[src/rtl/disp_dec_pkg.sv]
package disp_dec_pkg;
   localparam int unsigned BYTE_W    = 8;
   localparam int unsigned MAX_BYTES = 4;
   localparam int unsigned CNT_W     = $clog2(MAX_BYTES + 1);

   typedef enum logic [1:0] {
      LEN_1B = 2'd0,
      LEN_2B = 2'd1,
      LEN_4B = 2'd2
   } len_e;

   typedef enum logic {
      ST_IDLE    = 1'b0,
      ST_COLLECT = 1'b1
   } state_e;

   typedef struct packed {
      logic pair;
      logic imm;
      len_e imm_len;
   } mode_t;

   function automatic logic [CNT_W-1:0] len_bytes(input len_e l);
      case (l)
         LEN_1B:  len_bytes = CNT_W'(1);
         LEN_2B:  len_bytes = CNT_W'(2);
         default: len_bytes = CNT_W'(4);
      endcase
   endfunction

   function automatic len_e size_code_to_len(input logic [1:0] code);
      case (code)
         2'b00:   size_code_to_len = LEN_1B;
         2'b01:   size_code_to_len = LEN_2B;
         default: size_code_to_len = LEN_4B;
      endcase
   endfunction
endpackage

[src/rtl/disp_len_detect.sv]
module disp_len_detect
   import disp_dec_pkg::*;
#(
   parameter logic [BYTE_W-1:0] RESERVED_PAT = 8'hE0
) (
   input  logic [BYTE_W-1:0] lead_byte_i,
   input  logic              imm_i,
   input  len_e              imm_len_i,
   output len_e              len_o,
   output logic              reserved_o
);
   if (BYTE_W != 8) begin : g_bad_byte_w
      $error("disp_len_detect: length prefix layout needs 8-bit bytes");
   end

   // The leading bits select the length; immediate mode takes the external size.
   always_comb begin
      reserved_o = 1'b0;
      if (imm_i) begin
         len_o = imm_len_i;
      end else begin
         if (!lead_byte_i[BYTE_W-1])      len_o = LEN_1B;
         else if (!lead_byte_i[BYTE_W-2]) len_o = LEN_2B;
         else                             len_o = LEN_4B;
         reserved_o = (lead_byte_i == RESERVED_PAT);
      end
   end
endmodule

[src/rtl/disp_byte_collector.sv]
module disp_byte_collector
   import disp_dec_pkg::*;
#(
   parameter int unsigned ACC_W = BYTE_W * MAX_BYTES
) (
   input  logic              clk_i,
   input  logic              rst_ni,
   input  logic              abort_i,
   input  logic              take_i,
   input  logic [BYTE_W-1:0] byte_i,
   input  len_e              len_first_i,
   output logic              first_o,
   output len_e              len_o,
   output logic              last_o,
   output logic [CNT_W-1:0]  used_o,
   output logic [ACC_W-1:0]  acc_next_o
);
   if (ACC_W != BYTE_W * MAX_BYTES) begin : g_bad_acc_w
      $error("disp_byte_collector: accumulator must hold the longest field");
   end

   logic [CNT_W-1:0] cnt_q;
   logic [CNT_W-1:0] cnt_inc;
   len_e             len_q;
   logic [ACC_W-1:0] acc_q;

   assign first_o = (cnt_q == '0);
   assign len_o   = first_o ? len_first_i : len_q;
   assign cnt_inc = cnt_q + 1'b1;
   assign used_o  = cnt_inc;
   assign last_o  = (cnt_inc == len_bytes(len_o));

   // The first byte clears the upper bytes, so no stale data reaches the next field.
   always_comb begin
      if (first_o) acc_next_o = {{(ACC_W-BYTE_W){1'b0}}, byte_i};
      else         acc_next_o = {acc_q[ACC_W-BYTE_W-1:0], byte_i};
   end

   always_ff @(posedge clk_i) begin
      if (!rst_ni) begin
         cnt_q <= '0;
         len_q <= LEN_1B;
         acc_q <= '0;
      end else if (abort_i) begin
         cnt_q <= '0;
      end else if (take_i) begin
         acc_q <= acc_next_o;
         if (first_o) len_q <= len_first_i;
         cnt_q <= last_o ? '0 : cnt_inc;
      end
   end

   assert_cnt_bound_R4: assert property (@(posedge clk_i) disable iff (!rst_ni)
      cnt_q < CNT_W'(MAX_BYTES));
endmodule

[src/rtl/disp_sign_ext.sv]
module disp_sign_ext
   import disp_dec_pkg::*;
#(
   parameter int unsigned VALUE_W = 32
) (
   input  logic [BYTE_W*MAX_BYTES-1:0] raw_i,
   input  len_e                        len_i,
   input  logic                        imm_i,
   output logic [VALUE_W-1:0]          value_o
);
   localparam int unsigned N_LEN = $clog2(MAX_BYTES) + 1;
   localparam int unsigned SEL_W = $clog2(N_LEN);

   if (VALUE_W < BYTE_W * MAX_BYTES) begin : g_bad_value_w
      $error("disp_sign_ext: VALUE_W narrower than the longest field");
   end

   logic [N_LEN-1:0][VALUE_W-1:0] disp_ext;
   logic [N_LEN-1:0][VALUE_W-1:0] imm_ext;
   logic [SEL_W-1:0]              sel;

   // Field g spans BYTE_W<<g bits. A displacement loses its length prefix, an immediate keeps every bit.
   for (genvar g = 0; g < N_LEN; g++) begin : g_width
      localparam int unsigned FW = BYTE_W << g;
      localparam int unsigned DW = (g == 0) ? FW - 1 : FW - 2;
      assign disp_ext[g] = VALUE_W'($signed(raw_i[DW-1:0]));
      assign imm_ext[g]  = VALUE_W'($signed(raw_i[FW-1:0]));
   end

   always_comb begin
      case (len_i)
         LEN_1B:  sel = SEL_W'(0);
         LEN_2B:  sel = SEL_W'(1);
         default: sel = SEL_W'(2);
      endcase
      value_o = imm_i ? imm_ext[sel] : disp_ext[sel];
   end
endmodule

[src/rtl/disp_field_decoder.sv]
module disp_field_decoder
   import disp_dec_pkg::*;
#(
   parameter int unsigned       VALUE_W      = 32,
   parameter logic [BYTE_W-1:0] RESERVED_PAT = 8'hE0
) (
   input  logic               clk_i,
   input  logic               rst_ni,
   input  logic               start_i,
   input  logic               pair_i,
   input  logic               imm_i,
   input  logic [1:0]         imm_size_i,
   input  logic [BYTE_W-1:0]  byte_i,
   input  logic               byte_valid_i,
   output logic               byte_ready_o,
   output logic [VALUE_W-1:0] value_o,
   output logic [2:0]         count_o,
   output logic               done_o,
   output logic               second_o,
   output logic               illegal_o
);
   if (CNT_W != 3) begin : g_bad_cnt_w
      $error("disp_field_decoder: count_o width assumes MAX_BYTES of 4");
   end

   state_e             state_q;
   mode_t              mode_q;
   logic               second_q;
   logic               take;
   len_e               det_len;
   logic               det_reserved;
   logic               col_first;
   len_e               col_len;
   logic               col_last;
   logic [CNT_W-1:0]   col_used;
   logic [BYTE_W*MAX_BYTES-1:0] col_acc;
   logic [VALUE_W-1:0] ext_value;
   logic               illegal_hit;
   logic               complete;

   logic [VALUE_W-1:0] value_q;
   logic [2:0]         count_q;
   logic               done_q;
   logic               second_out_q;
   logic               illegal_q;

   assign byte_ready_o = (state_q == ST_COLLECT);
   assign take         = byte_valid_i & byte_ready_o;

   disp_len_detect #(.RESERVED_PAT(RESERVED_PAT)) u_len (
      .lead_byte_i (byte_i),
      .imm_i       (mode_q.imm),
      .imm_len_i   (mode_q.imm_len),
      .len_o       (det_len),
      .reserved_o  (det_reserved)
   );

   disp_byte_collector u_col (
      .clk_i       (clk_i),
      .rst_ni      (rst_ni),
      .abort_i     (illegal_hit),
      .take_i      (take),
      .byte_i      (byte_i),
      .len_first_i (det_len),
      .first_o     (col_first),
      .len_o       (col_len),
      .last_o      (col_last),
      .used_o      (col_used),
      .acc_next_o  (col_acc)
   );

   disp_sign_ext #(.VALUE_W(VALUE_W)) u_ext (
      .raw_i   (col_acc),
      .len_i   (col_len),
      .imm_i   (mode_q.imm),
      .value_o (ext_value)
   );

   assign illegal_hit = take & col_first & det_reserved;
   assign complete    = take & col_last & ~illegal_hit;

   always_ff @(posedge clk_i) begin
      if (!rst_ni) begin
         state_q  <= ST_IDLE;
         mode_q   <= '{pair: 1'b0, imm: 1'b0, imm_len: LEN_1B};
         second_q <= 1'b0;
      end else begin
         case (state_q)
            ST_IDLE: begin
               if (start_i) begin
                  state_q  <= ST_COLLECT;
                  mode_q   <= '{pair: pair_i & ~imm_i, imm: imm_i,
                                imm_len: size_code_to_len(imm_size_i)};
                  second_q <= 1'b0;
               end
            end
            default: begin
               if (illegal_hit) begin
                  state_q <= ST_IDLE;
               end else if (complete) begin
                  if (mode_q.pair && !second_q) second_q <= 1'b1;
                  else                          state_q  <= ST_IDLE;
               end
            end
         endcase
      end
   end

   always_ff @(posedge clk_i) begin
      if (!rst_ni) begin
         value_q      <= '0;
         count_q      <= '0;
         done_q       <= 1'b0;
         second_out_q <= 1'b0;
         illegal_q    <= 1'b0;
      end else begin
         done_q    <= complete;
         illegal_q <= illegal_hit;
         if (complete) begin
            value_q      <= ext_value;
            count_q      <= col_used;
            second_out_q <= second_q;
         end
      end
   end

   assign value_o   = value_q;
   assign count_o   = count_q;
   assign done_o    = done_q;
   assign second_o  = second_out_q;
   assign illegal_o = illegal_q;

   assert_ready_after_start_R1: assert property (@(posedge clk_i) disable iff (!rst_ni)
      (!byte_ready_o && start_i) |=> byte_ready_o);

   assert_count_legal_R2: assert property (@(posedge clk_i) disable iff (!rst_ni)
      done_o |-> (count_o == 3'd1 || count_o == 3'd2 || count_o == 3'd4));

   assert_short_sext_R5: assert property (@(posedge clk_i) disable iff (!rst_ni)
      (done_o && count_o == 3'd1 && !mode_q.imm) |->
      (value_o[VALUE_W-1:6] == '0 || value_o[VALUE_W-1:6] == '1));

   assert_idle_done_single_R6: assert property (@(posedge clk_i) disable iff (!rst_ni)
      (done_o && !byte_ready_o) |=> !done_o);

   assert_pair_keeps_ready_R7: assert property (@(posedge clk_i) disable iff (!rst_ni)
      (done_o && !second_o && mode_q.pair) |-> byte_ready_o);

   assert_illegal_no_done_R9: assert property (@(posedge clk_i) disable iff (!rst_ni)
      illegal_o |-> (!done_o && !byte_ready_o));
endmodule

[config.mk]
export PLATFORM = sky130hd
export DESIGN_NAME = disp_field_decoder
export DESIGN_NICKNAME = d
export VERILOG_FILES = /design/src/rtl/disp_dec_pkg.sv /design/src/rtl/disp_len_detect.sv /design/src/rtl/disp_byte_collector.sv /design/src/rtl/disp_sign_ext.sv /design/src/rtl/disp_field_decoder.sv
export SDC_FILE = /design/constraint.sdc
export NUM_CORES = 1
export LEC_CHECK = 0
export ABC_AREA = 1
export ABC_CLOCK_PERIOD_IN_PS = 2250
export BUFFER_PORTS_ARGS = -buffer_cell sky130_fd_sc_hd__buf_2
export CORE_ASPECT_RATIO = 1.1
export CORE_MARGIN = 10
export CORE_UTILIZATION = 56
export DETAILED_ROUTE_END_ITERATION = 7
export PLACE_DENSITY = 0.8
export SKIP_LAST_GASP = 1
export SLEW_MARGIN = 20
export SYNTH_ARGS = -nofsm -noshare
export SYNTH_HDL_FRONTEND = slang
export SYNTH_SLANG_ARGS = --single-unit
[constraint.sdc]
create_clock -name clk_i -period 2.25 [get_ports clk_i]
set_input_delay 0.3375 -clock clk_i [delete_from_list [all_inputs] [get_ports clk_i]]
set_output_delay 0.3375 -clock clk_i [all_outputs]
set_load 0.01 [all_outputs]
After elaboration in Yosys (flattened, before gate mapping):

Index checks and enable logic that the tools add are counted.

* output and inout port bits: 39
* flip-flop bits (word level): 73
* bits in latches: 0
* memories kept: 0
* bits in writable memories: 0
* ROM bits: 0

* $mul: 0
* $add $sub $neg: 1
* muxes and demuxes: 25
* order comparisons: 1
* divide/modulo/power cells: 0
* reductions and logical operators: 10
* equality and inequality tests: 7
* shifts and indexed selects: 0
* bitwise logic cells: 10

Operators with widths (number)
* $bmux 32 s2: 2
* $mux 32: 4
* $mux 1: 11
* $eq 8x8->1 const B: 1
* $mux 2: 4
* $pmux 2 s2: 2
* $and 1x1->1: 6
* $pmux 3 s2: 1
* $eq 2x1->1 const B: 2
* $logic_not 2->1: 2
* $ne 2x1->1 const B: 2
* $not 1->1: 4
* $reduce_and 2->1: 2
* $reduce_and 4->1: 1
* $add 3x1->3 const B: 1
* $eq 3x3->1: 1
* $logic_not 3->1: 1
* $lt 2x3->1 const B: 1
* $mux 3: 1
* $ne 2x2->1 const B: 1
* $reduce_bool 2->1: 1
* $reduce_or 2->1: 1
* $logic_and 1x1->1: 1
* $logic_not 1->1: 1

Longest topological paths before layout:

Gate-level depths: netlist of run 1.

* depth in word-level cells: 12
* gate-level depth with buffers: 17
* mapped depth without buffers: 15

By module:

From an unflattened synthesis of run 1, not the netlist that was laid out.

* cell total of the unflattened synthesis: 502
* area total of the unflattened synthesis: 3444.6 µm²

Modules (own cells, without submodules)
* disp_field_decoder: times used 1, cells each 198, area each 1589.0 µm²
* disp_byte_collector: times used 1, cells each 207, area each 1420.1 µm²
* disp_sign_ext: times used 1, cells each 84, area each 367.9 µm²
* disp_len_detect: times used 1, cells each 13, area each 67.6 µm²

Worst setup path after synthesis of run 1:

Ideal clock, no wire load.

* path type: flip-flop to flip-flop
* from: reg u_col.cnt_q[0]
* to: reg count_q[2], in the netlist count_o[2]
* buffers on the path: 3
* slack: 0.322 ns
* period minus slack after synthesis: 1.928 ns
* data arrival time: 1.796 ns
* cell stages (with the launch flop): 16
* data required time: 2.118 ns
* cells stage by stage: dfxtp_1 -> inv_1 -> ha_1 -> nand2_2 -> buf_6 -> nor2_4 -> a21oi_2 -> nor2_4 -> nor2_1 -> nor2_4 -> nand3_4 -> inv_2 -> buf_6 -> buf_6 -> nand2_1 -> a21oi_1

* elaborated cells on any way between the ends: 12
* classes of those cells: add/sub (1); eq/ne (2); mux (2); bitwise (5); reduce/logical (2)

RTL lines
* start: declaration: RTL line disp_byte_collector.sv:22 `logic [CNT_W-1:0] cnt_q;`
* start signal: assignment: RTL line disp_byte_collector.sv:49 `cnt_q <= last_o ? '0 : cnt_inc;`
* $add 3x1->3: RTL line disp_byte_collector.sv:29 `assign cnt_inc = cnt_q + 1'b1;`
* via col_used[0]: RTL line disp_field_decoder.sv:35 `logic [CNT_W-1:0] col_used;`
* $eq 3x3->1: RTL line disp_byte_collector.sv:31 `assign last_o = (cnt_inc == len_bytes(len_o));`
* $and 1x1->1 (2 in a row): RTL line disp_field_decoder.sv:80 `assign complete = take & col_last & ~illegal_hit;`
* end signal: assignment: RTL line disp_field_decoder.sv:121 `count_q <= col_used;`
* end: declaration: RTL line disp_field_decoder.sv:42 `logic [2:0] count_q;`

The timed path passes the listed nets, and every way through them passes these cells.
A chain may end at the register's enable or synchronous reset.

Final worst setup path of run 1:

* from: reg u_col.cnt_q[0]
* to: reg second_q

* elaborated cells on any way between the ends: 15
* classes of those cells: add/sub (1); eq/ne (4); mux (2); bitwise (5); reduce/logical (3)

RTL lines
* $add 3x1->3: RTL line disp_byte_collector.sv:29
* via col_used[0]: RTL line disp_field_decoder.sv:35
* $eq 3x3->1: RTL line disp_byte_collector.sv:31
* $and 1x1->1 (2 in a row): RTL line disp_field_decoder.sv:80
* $ne 2x1->1 (no source line)
* $reduce_and 4->1 (no source line)
* end signal: assignment: RTL line disp_field_decoder.sv:86 `second_q <= 1'b0;`
* end signal: assignment: RTL line disp_field_decoder.sv:94 `second_q <= 1'b0;`
* end signal: assignment: RTL line disp_field_decoder.sv:101 `if (mode_q.pair && !second_q) second_q <= 1'b1;`
* end: declaration: RTL line disp_field_decoder.sv:28 `logic second_q;`

The timed path passes the listed nets, and every way through them passes these cells.

==> results.cfg, run 1 <==
[clocking]
tritoncts_clock_tree = built
cts-htree-levels = 3
numClockSinks = 73
numCtsBuffers = 9
clk_pin_slew_ns = 0.07
cts_max_path_buffers = 2
cts_root_buf = clkbuf_8
clkLatencyLatePin_ns = 0.35

[finish]
antennaDiodeCount = 0
finalNonFillerCells = 594
drive_gt1_share_pct = 21.5
layout-area-overhead-vs-synth_pct = 20.7
nets = 531
nFillCells = 485
utilization_pct = 69.1
final_design_area_no_fill_um2 = 3940

[sta]
finalSetupViolations = 0
final-max-slew-violation-count = 0
setup_total_negative_slack_ns = 0
post-route-worst-setup-slack_ns = 0.0948
hold_slack_ns = 0.222
timing.fmax_mhz = 464
worst_clock_skew_ns = 0.00858
period_share_pct = 95.8
timing.max_slew.rel_slack_pct = 60.2
hold_viol_final = 0
worstMarginPinSlew_ns = 0.593
final_period_minus_worst_setup_slack_ns = 2.16
setup_repair_after_global_routing_missed_its_margin = false

[power_and_ir_drop]
totalPowerFinal_mw = 3.02
total_leakage_power_nw = 1.79
total_switching_power_mw = 0.793
irDropWorstVdd_mv = 0.577
switching_part_of_the_total_power_pct = 26.3
p_per_area_nw_per_um2 = 767
p_int_mw = 2.23
share_seq_of_total_power_pct = 45.6
power.clock.fraction_pct = 38.7
power.share.combinational_pct = 15.7

[yosys]
post_synth_and_or_nand_nor_area_fraction_pct = 29.9
synth_compound_gate_area_share_pct = 14.5
synth.area.mux_share_pct = 0
mean_instance_size_in_the_synthesized_netlist_um2 = 7.18
ys_seq_area_share_pct = 44.8
synth.ff_latch_count = 73
syn_area_um2 = 3260
post_synthesis_cells = 454
synth.yosys.warnings = 0
synth_top_family_by_area = simple AND/OR/NAND/NOR gates
syn_nets = 472
synth-adder-area-share_pct = 0.767
yosys.area_share.xor_xnor_pct = 0.269
yosysUniqueCellTypes = 33

[route]
total_iterations_of_the_first_detailed_routing_run = 7
drt_first_iter_violations = 274
detail_route.wl_per_cell_um = 14.5
via_density = 5.22
vias = 3101
drt.antenna.violating_nets = 0
drt-total-wl_um = 8600
drc = 0

[run]
timing.max_cap.violations = 0

[place]
placedCellCount = 572
port_buffers = 54
hpwl_um = 5730
last_weighted_congestion_value_of_the_routability_driven_placer = 0.943
post_dp_cell_area_um2 = 3570
dp_worst_setup_slack_ns = 0.0561

[global_route]
top_usage_layer = met2
global_route.overflow_total = 0
grt.met1_usage_pct = 20.3
grt_util_met3_pct = 5.07
met2_usage_in_global_routing_pct = 29.8
grt_max_degree = 38
via_count_of_the_first_global_routing_pass = 2806
combined_global_route_utilization_of_all_metal_layers_pct = 17.5
grt_pass1_wl_um = 13200
initial_antenna_violation_count = 0

[floorplan]
die_x_um = 92.8
dieArea_um2 = 9280
core_ar_um2 = 5700
start_util_pct = 57.2
floorplan.rows = 29
ioPinCount = 55
chipHeight_um = 100

[setup_path]
timing.setup.critical_path_class = reg -> reg
worst_setup_path_start_kind = register
cp_arrival_ns = 2.44
worst-endpoint-required_ns = 2.54
worstPathMaxFanout = 10
reg2reg_setup_slack_ns = 0.09
setup.worst_path.end_class = register

[min_path]
min-delay-path-class = in -> reg

[status]
run_status = finished, final reports clean
==> layout by cell type (no fill, tap or decap), types with 11 or more instances in the layout <==
master and n:
buf_2 54, nor2_1 35, clkbuf_8 12, nand2_1 144
inv_1 29, o21ai_0 26, buf_4 11, dfxtp_1 73
nand3_1 24, a21oi_1 55
==> flip-flops by register name, indices dropped and copies added (netlist names) <==
name          count
value_o          32
u_col.acc_q      24
mode_q            4
count_o           3
u_col.cnt_q       3
u_col.len_q       2
byte_ready_o      1
done_o            1
illegal_o         1
second_o          1
second_q          1
==> worst max-delay path, stage by stage, from the launching register on <==
cell	delay (ns)
dfxtp_1	0.35
inv_2	0.07
ha_2	0.19
nand2_2	0.13
nand2_1	0.13
inv_1	0.16
a21oi_4	0.06
nand3_1	0.08
nand2_1	0.09
nor2_4	0.14
nand3_4	0.16
buf_12	0.20
nor2_8	0.11
nand3_1	0.14
nand2_1	0.08
==> path summary, 6_finish.rpt <==
path | cells after the start | from | to
hold reg to reg | 2 | u_col.acc_q[0] | u_col.acc_q[0]
hold / removal | 3 | byte_i[5] | value_o[5]
setup reg to reg | 14 | u_col.cnt_q[0] | second_q
setup / recovery | 14 | u_col.cnt_q[0] | second_q
==> power groups by stage <==
| stage | Clock (mW) | Combinational (mW) | Sequential [mW] |
|---|---|---|---|
| 3_3_place_gp | 0 | 0.415 | 1.40 |
| 6_report | 1.17 | 0.475 | 1.38 |
| 3_5_place_dp | 0 | 0.423 | 1.40 |
| 4_1_cts | 1.18 | 0.426 | 1.37 |
| 5_1_grt | 1.22 | 0.528 | 1.38 |
| 2_1_floorplan | 0 | 0.311 | 1.41 |
==> synth_stat cells (all sizes together) <==
cell	instances	area share (%)
a211oi	2	0.46
inv	34	4.0
nand4	2	0.38
and2	2	0.38
nand2	150	18
a21oi	57	9.0
clkbuf	9	1.0
nand3	26	4.5
dfxtp	73	45
ha	2	0.77
a22oi	2	0.46
clkinv	2	0.23
xnor2	1	0.27
o21ai	30	4.6
nor2	43	6.2
or2	1	0.19
nor3	3	0.46
buf	15	4.5
==> cells by family (layout without fill, tap and decap cells) <==
family / count (synthesis) / count (layout)
buffers and inverters: 60 / 123
AO/OA/AOI/OAI: 91 / 91
AND/OR/NAND/NOR: 227 / 227
flip-flops: 73 / 73
XOR/XNOR: 1 / 1
adder cells (fa/ha/maj): 2 / 2
==> per-layer routing <==
layer / part of all wire [%] / vias to the layer above
li1: - / 1565
met1: 41 / 1388
met2: 50 / 129
met3: 6.6 / 19
met4: 2.5 / 0
met5: 0 / -
==> timing repair <==
item / CTS / global route
hold buffers: 0 / 0
setup buffers: 0 / 5
gates resized for setup: 0 / 9
setup endpoints to repair: 0 / 38
==> final cells by class <==
| cell class | instances | area, µm² | share of cell area [%] |
|---|---|---|---|
| multi-input cells | 321 | 1500 | 38.2 |
| flip-flops and latches | 73 | 1460 | 37.1 |
| repair buffers | 72 | 503 | 12.8 |
| clock buffers | 13 | 169 | 4.29 |
| inverters | 36 | 143 | 3.62 |
| well taps | 77 | 96.3 | 2.45 |
| clock inverters | 2 | 60.1 | 1.53 |
No activity file was read; power rests on OpenSTA's default activity.
==> run 2, diff against run 1 <==
CELL_PAD_IN_SITES_DETAIL_PLACEMENT = 1   (was unset)
CELL_PAD_IN_SITES_GLOBAL_PLACEMENT = 2   (was unset)
CORE_UTILIZATION = 31   (was 56)
PLACE_DENSITY = unset   (was 0.8)
PLACE_DENSITY_LB_ADDON = 0.1   (was unset)
SYNTH_HIERARCHICAL = 1   (was unset)
==> run 2 against run 1 <==
Critical endpoint is now value_o[12]; fmax increased by 3.2%; sequential cell count unchanged; worst hold slack improved by 0.021 ns; combinational power increased by 16%; non-clock buffer count decreased by 2; largest cell class unchanged.
==> results.cfg, run 2 <==
[yosys]
synth.yosys.warnings = 6
yosysUniqueCellTypes = 28
ys_seq_area_share_pct = 42.4
yosys-top-cells-count = nor2_1 (109), nand2_1 (93), dfxtp_1 (73)
synth.top_cell.area_share_pct = 42.4
post_synth_edffs = 0
synth_ff_type = dfxtp_1
synth-async-reset-ratio_pct = 0
mean_instance_size_in_the_synthesized_netlist_um2 = 6.86
syn_area_um2 = 3440
yosys-top-cells-area = dfxtp_1 (42%), nor2_1 (12%), nand2_1 (10%), inv_1 (5.6%), o21ai_0 (5.2%)
synth.most_common_cell = nor2_1
post_synthesis_cells = 502
syn_nets = 520
post-synth-top-area-cell = dfxtp_1
synth.ff_latch_count = 73

[finish]
layout_common_cells = nor2_1 (108), nand2_1 (92), dfxtp_1 (73), buf_2 (54), inv_1 (51)
layout_commonest_cell = nor2_1
antennaDiodeCount = 0
layout-area-overhead-vs-synth_pct = 20.2
nets = 563
final_design_area_no_fill_um2 = 4140
flip_flop_count_of_the_largest_register_all_copies_and_words_added = 32
finalNonFillerCells = 697
utilization_pct = 37.9
drive_gt1_share_pct = 20.2

[clocking]
tritoncts_clock_tree = built
clk_pin_slew_ns = 0.06
numCtsBuffers = 9
numClockSinks = 73
cts-htree-levels = 3
post_cts.repair.setup_buffers = 0
cts_hold_buffers = 0
cts_max_path_buffers = 2
clkLatencyLatePin_ns = 0.33
cts_root_buf = clkbuf_16

[route]
total_iterations_of_the_first_detailed_routing_run = 4
drt.antenna.violating_nets = 0
vias = 3125
drt_first_iter_violations = 97
drc = 0
drt-total-wl_um = 9230
via_density = 4.48
detail_route.wl_per_cell_um = 13.2

[floorplan]
floorplan.rows = 40
start_util_pct = 31.6
core_ar_um2 = 10900
dieArea_um2 = 15700
chipHeight_um = 131
die_x_um = 121
ioPinCount = 55

[setup_path]
timing.critical_path.max_delay_family = simple AND/OR/NAND/NOR gates
cp_slowest_stage_delay_ns = 0.31
worst_setup_path_start_kind = register
timing.setup.critical_path_class = reg -> reg
worst-endpoint-required_ns = 2.47
cp_num_buf_inv = 3
critPathMostFrequentCell = nand2_2
cp_arrival_ns = 2.31
setup.worst_path.end_class = register
timing.critical_path.slowest_stage_cell = dfxtp_1
cp_cell_sequence = inv_1, ha_4, nand2_2, nand2_1, nand2_2, nor2_2, nand4_1, nand2_1, inv_1, nor2_4, nand2_2, buf_6, o21ai_0, nor2_1
worstPathMaxFanout = 27

[sta]
period_share_pct = 92.8
final-max-slew-violation-count = 0
hold_slack_ns = 0.243
final_period_minus_worst_setup_slack_ns = 2.09
finalSetupViolations = 0
worst_clock_skew_ns = 0.00571
post-route-worst-setup-slack_ns = 0.161
setup_total_negative_slack_ns = 0
timing.max_slew.rel_slack_pct = 76.6
hold_viol_final = 0
timing.fmax_mhz = 479
worstMarginPinSlew_ns = 0.350

[run]
timing.max_cap.violations = 0

[power_and_ir_drop]
irDropWorstVdd_mv = 0.323
total_leakage_power_nw = 2.01
totalPowerFinal_mw = 3.60
p_per_area_nw_per_um2 = 870

[global_route]
global_route.overflow_total = 0
grt_max_degree = 28
via_count_of_the_first_global_routing_pass = 3233
grt_pass1_wl_um = 15300
combined_global_route_utilization_of_all_metal_layers_pct = 12.1
initial_antenna_violation_count = 0

[min_path]
min-delay-path-class = in -> reg

[place]
post_dp_cell_area_um2 = 3780
port_buffers = 54
dp_worst_setup_slack_ns = -0.0195
hpwl_um = 6970
placedCellCount = 681
last_weighted_congestion_value_of_the_routability_driven_placer = 0.799

[status]
run_status = finished, final reports clean
-- run 2: changes by cell type after synthesis, sizes merged, moves of 4 or more --
cell    before  now
a21oi       57   21
o21ai       30   67
nand2      150  100
buf         15   25
nor2        43  117
inv         34   54
nand3       26   18
clkbuf       9   13
-- run 2: final timing paths --
check                               startpoint           to  slack, ns  depth (start not counted)
worst max-delay path            u_col/cnt_q[0]  value_o[12]       0.16                         14
worst min-delay path                    pair_i    mode_q[3]       0.24                          3
worst min register to register       mode_q[0]    mode_q[0]       0.47                          2
worst max register to register  u_col/cnt_q[0]  value_o[12]       0.16                         14
-- run 2: what timing repair did --
item,in CTS,in global routing
setup endpoints to repair,7,34
gates resized for setup,1,9
pin swaps,0,0
-- run 2: power breakdown --
part / total (mW) / internal, mW / switching, mW
combinational: 0.553 / 0.193 / 0.361
clock: 1.63 / 1.08 / 0.544
sequential: 1.42 / 1.38 / 0.0415
-- run 2: cells by family after synthesis --
kind of cell / count (synthesis) / share of synthesized area (%)
AO/OA/AOI/OAI: 91 / 13.5
AND/OR/NAND/NOR: 242 / 29.8
flip-flops: 73 / 42.4
buffers and inverters: 94 / 13.5
adder cells (fa/ha/maj): 2 / 0.726
-- run 2: layout make-up --
type | instances | area (µm²)
sequential | 73 | 1460
timing repair buffer | 70 | 410
multi-input combinational | 335 | 1540
fill | 1452 | 6770
clock inverter | 5 | 104
inverter | 56 | 211
clock buffer | 11 | 233
tap | 147 | 184
-- run 2: routing by layer --
| metal | GRT usage (%) | share of wire, % | vias up |
|---|---|---|---|
| li1 | - | - | 1636 |
| met1 | 14.4 | 48 | 1438 |
| met2 | 19.9 | 46 | 46 |
| met3 | 3.73 | 4.4 | 5 |
| met4 | 4.90 | 1.0 | 0 |
| met5 | 0 | 0 | - |
-- run 2: worst register-to-register path: stages, from the launching register on --
cell	delay (ns)
dfxtp_1	0.31
inv_1	0.12
ha_4	0.18
nand2_2	0.10
nand2_1	0.10
nand2_2	0.11
nor2_2	0.12
nand4_1	0.12
nand2_1	0.11
inv_1	0.06
nor2_4	0.11
nand2_2	0.08
buf_6	0.18
o21ai_0	0.21
nor2_1	0.06
==> run 3, diff against run 2 <==
CORE_UTILIZATION = 32   (was 31)
CTS_BUF_LIST = sky130_fd_sc_hd__clkbuf_4   (was unset)
==> run 3 against run 2 <==
Sequential cell count unchanged; setup slack improved by 0.013 ns; wire length grew 1.3%; final area is 1.8% lower; critical endpoint is now value_o[25]; largest cell class unchanged; critical path depth is 1 higher.
==> results.cfg, run 3 (synthesis results as in run 2) <==
[min_path]
min-delay-path-class = in -> reg
hp-start = imm_size_i[1]

[global_route]
global_route.overflow_total = 0
grt_pass1_wl_um = 15900
combined_global_route_utilization_of_all_metal_layers_pct = 12.6
grt_max_degree = 42
via_count_of_the_first_global_routing_pass = 3271
initial_antenna_violation_count = 0

[finish]
layout_common_cells = nor2_1 (108), nand2_1 (91), dfxtp_1 (71), buf_2 (54), inv_1 (50)
layout-area-overhead-vs-synth_pct = 18.1
multiInputGateArea_um2 = 1530
layout_commonest_cell = nor2_1
drive_gt1_share_pct = 22.2
nets = 572
nFillCells = 1372
flip_flop_count_of_the_largest_register_all_copies_and_words_added = 32
antennaDiodeCount = 0
final_design_area_no_fill_um2 = 4070
final-seq-area_um2 = 1460

[sta]
finalSetupViolations = 0
final-max-slew-violation-count = 0
final_period_minus_worst_setup_slack_ns = 2.08
timing.max_slew.rel_slack_pct = 75.7
worstMarginPinSlew_ns = 0.364
hold_viol_final = 0
setup_total_negative_slack_ns = 0
period_share_pct = 92.3
worst_clock_skew_ns = 0.0142
timing.fmax_mhz = 482

[route]
drt-total-wl_um = 9340
detail_route.wl_per_cell_um = 13.3
drc = 0
total_iterations_of_the_first_detailed_routing_run = 4
via_density = 4.55
drt.antenna.violating_nets = 0
vias = 3194
drt_first_iter_violations = 102

[power_and_ir_drop]
p_per_area_nw_per_um2 = 753
totalPowerFinal_mw = 3.06
irDropWorstVdd_mv = 0.282
total_leakage_power_nw = 1.99

[setup_path]
cp_slowest_stage_delay_ns = 0.37
worst-endpoint-required_ns = 2.58
timing.setup.critical_path_class = reg -> reg
worst_setup_path_start_kind = register
cp_num_buf_inv = 3
crit_start = u_col/cnt_q[0]
critical_path.reg2reg.startpoint = u_col/cnt_q[0]
worstPathMaxFanout = 26
timing.critical_path.slowest_stage_cell = dfxtp_2
setup.worst_path.end_class = register
cp_arrival_ns = 2.41
critPathMostFrequentCell = nand2_1
timing.critical_path.max_delay_family = simple AND/OR/NAND/NOR gates
cp_cell_sequence = inv_1, ha_1, nand2_2, nand2_1, nand2_4, nand3_1, nand2_1, nand2_1, nand2_1, inv_1, nor2_4, nand2_2, buf_12, o21ai_1, nor2_1

[clocking]
numCtsBuffers = 9
clkLatencyLatePin_ns = 0.44
cts_root_buf = clkbuf_4
cts_hold_buffers = 0
cts_max_path_buffers = 2
numClockSinks = 73
cts-htree-levels = 3
tritoncts_clock_tree = built
clk_pin_slew_ns = 0.12

[place]
last_weighted_congestion_value_of_the_routability_driven_placer = 0.782
hpwl_um = 7170
port_buffers = 54
post_dp_cell_area_um2 = 3800

[floorplan]
chipHeight_um = 129
core_ar_um2 = 10400
die_x_um = 119
dieArea_um2 = 15300
floorplan.rows = 39
start_util_pct = 33.0
ioPinCount = 55

[run]
timing.max_cap.violations = 0

[status]
run_status = finished, final reports clean
-- run 3: cell type report --
cell class,count,share of cell area (%)
Sequential cell,73,36.0
Timing Repair Buffer,79,12.2
Tap cell,143,4.40
Clock buffer,10,1.85
Multi-Input combinational cell,335,37.6
Clock inverter,6,2.62
Inverter,56,5.29
-- run 3: worst min-delay path, stage by stage --
cell and delay [ns]:
buf_2 0.09, inv_1 0.06, a211oi_1 0.06
-- run 3: what timing repair did --
action | CTS | global route
pin swaps | 0 | 2
setup endpoints to repair | 3 | 66
gates resized for setup | 1 | 13
setup buffers | 0 | 8
-- run 3: power breakdown --
| part | switching, mW | leakage [nW] | internal, mW | total, mW |
|---|---|---|---|---|
| combinational | 0.368 | 1.30 | 0.214 | 0.582 |
| clock | 0.490 | 0.0940 | 0.570 | 1.06 |
| sequential | 0.0421 | 0.596 | 1.38 | 1.42 |
-- run 3: path summary, 6_finish.rpt --
path,slack [ns],to,depth (start not counted)
setup / recovery,0.17,value_o[25],15
hold / removal,0.15,mode_q[1],3
setup reg to reg,0.17,value_o[25],15
hold reg to reg,0.49,value_o[21],2
-- run 3: stage by stage --
step,util [%],hold WS (ns),worst slack (ns),instances
after floorplan,-,0.445,0.271,502
after global placement,36.4,0.460,0.0952,678
after detailed placement,36.4,0.467,0.0125,678
after CTS,38.2,0.118,0.0105,694
after global routing,38.9,0.139,-0.0114,702
final,38.9,0.154,0.174,702
-- run 3: layer usage --
layer	GRT usage, %	part of all wire, %	up-vias
met5	0	0	-
met4	6.25	1.4	0
met3	2.93	4.6	11
met2	20.8	46	53
met1	15.1	48	1472
li1	-	-	1658
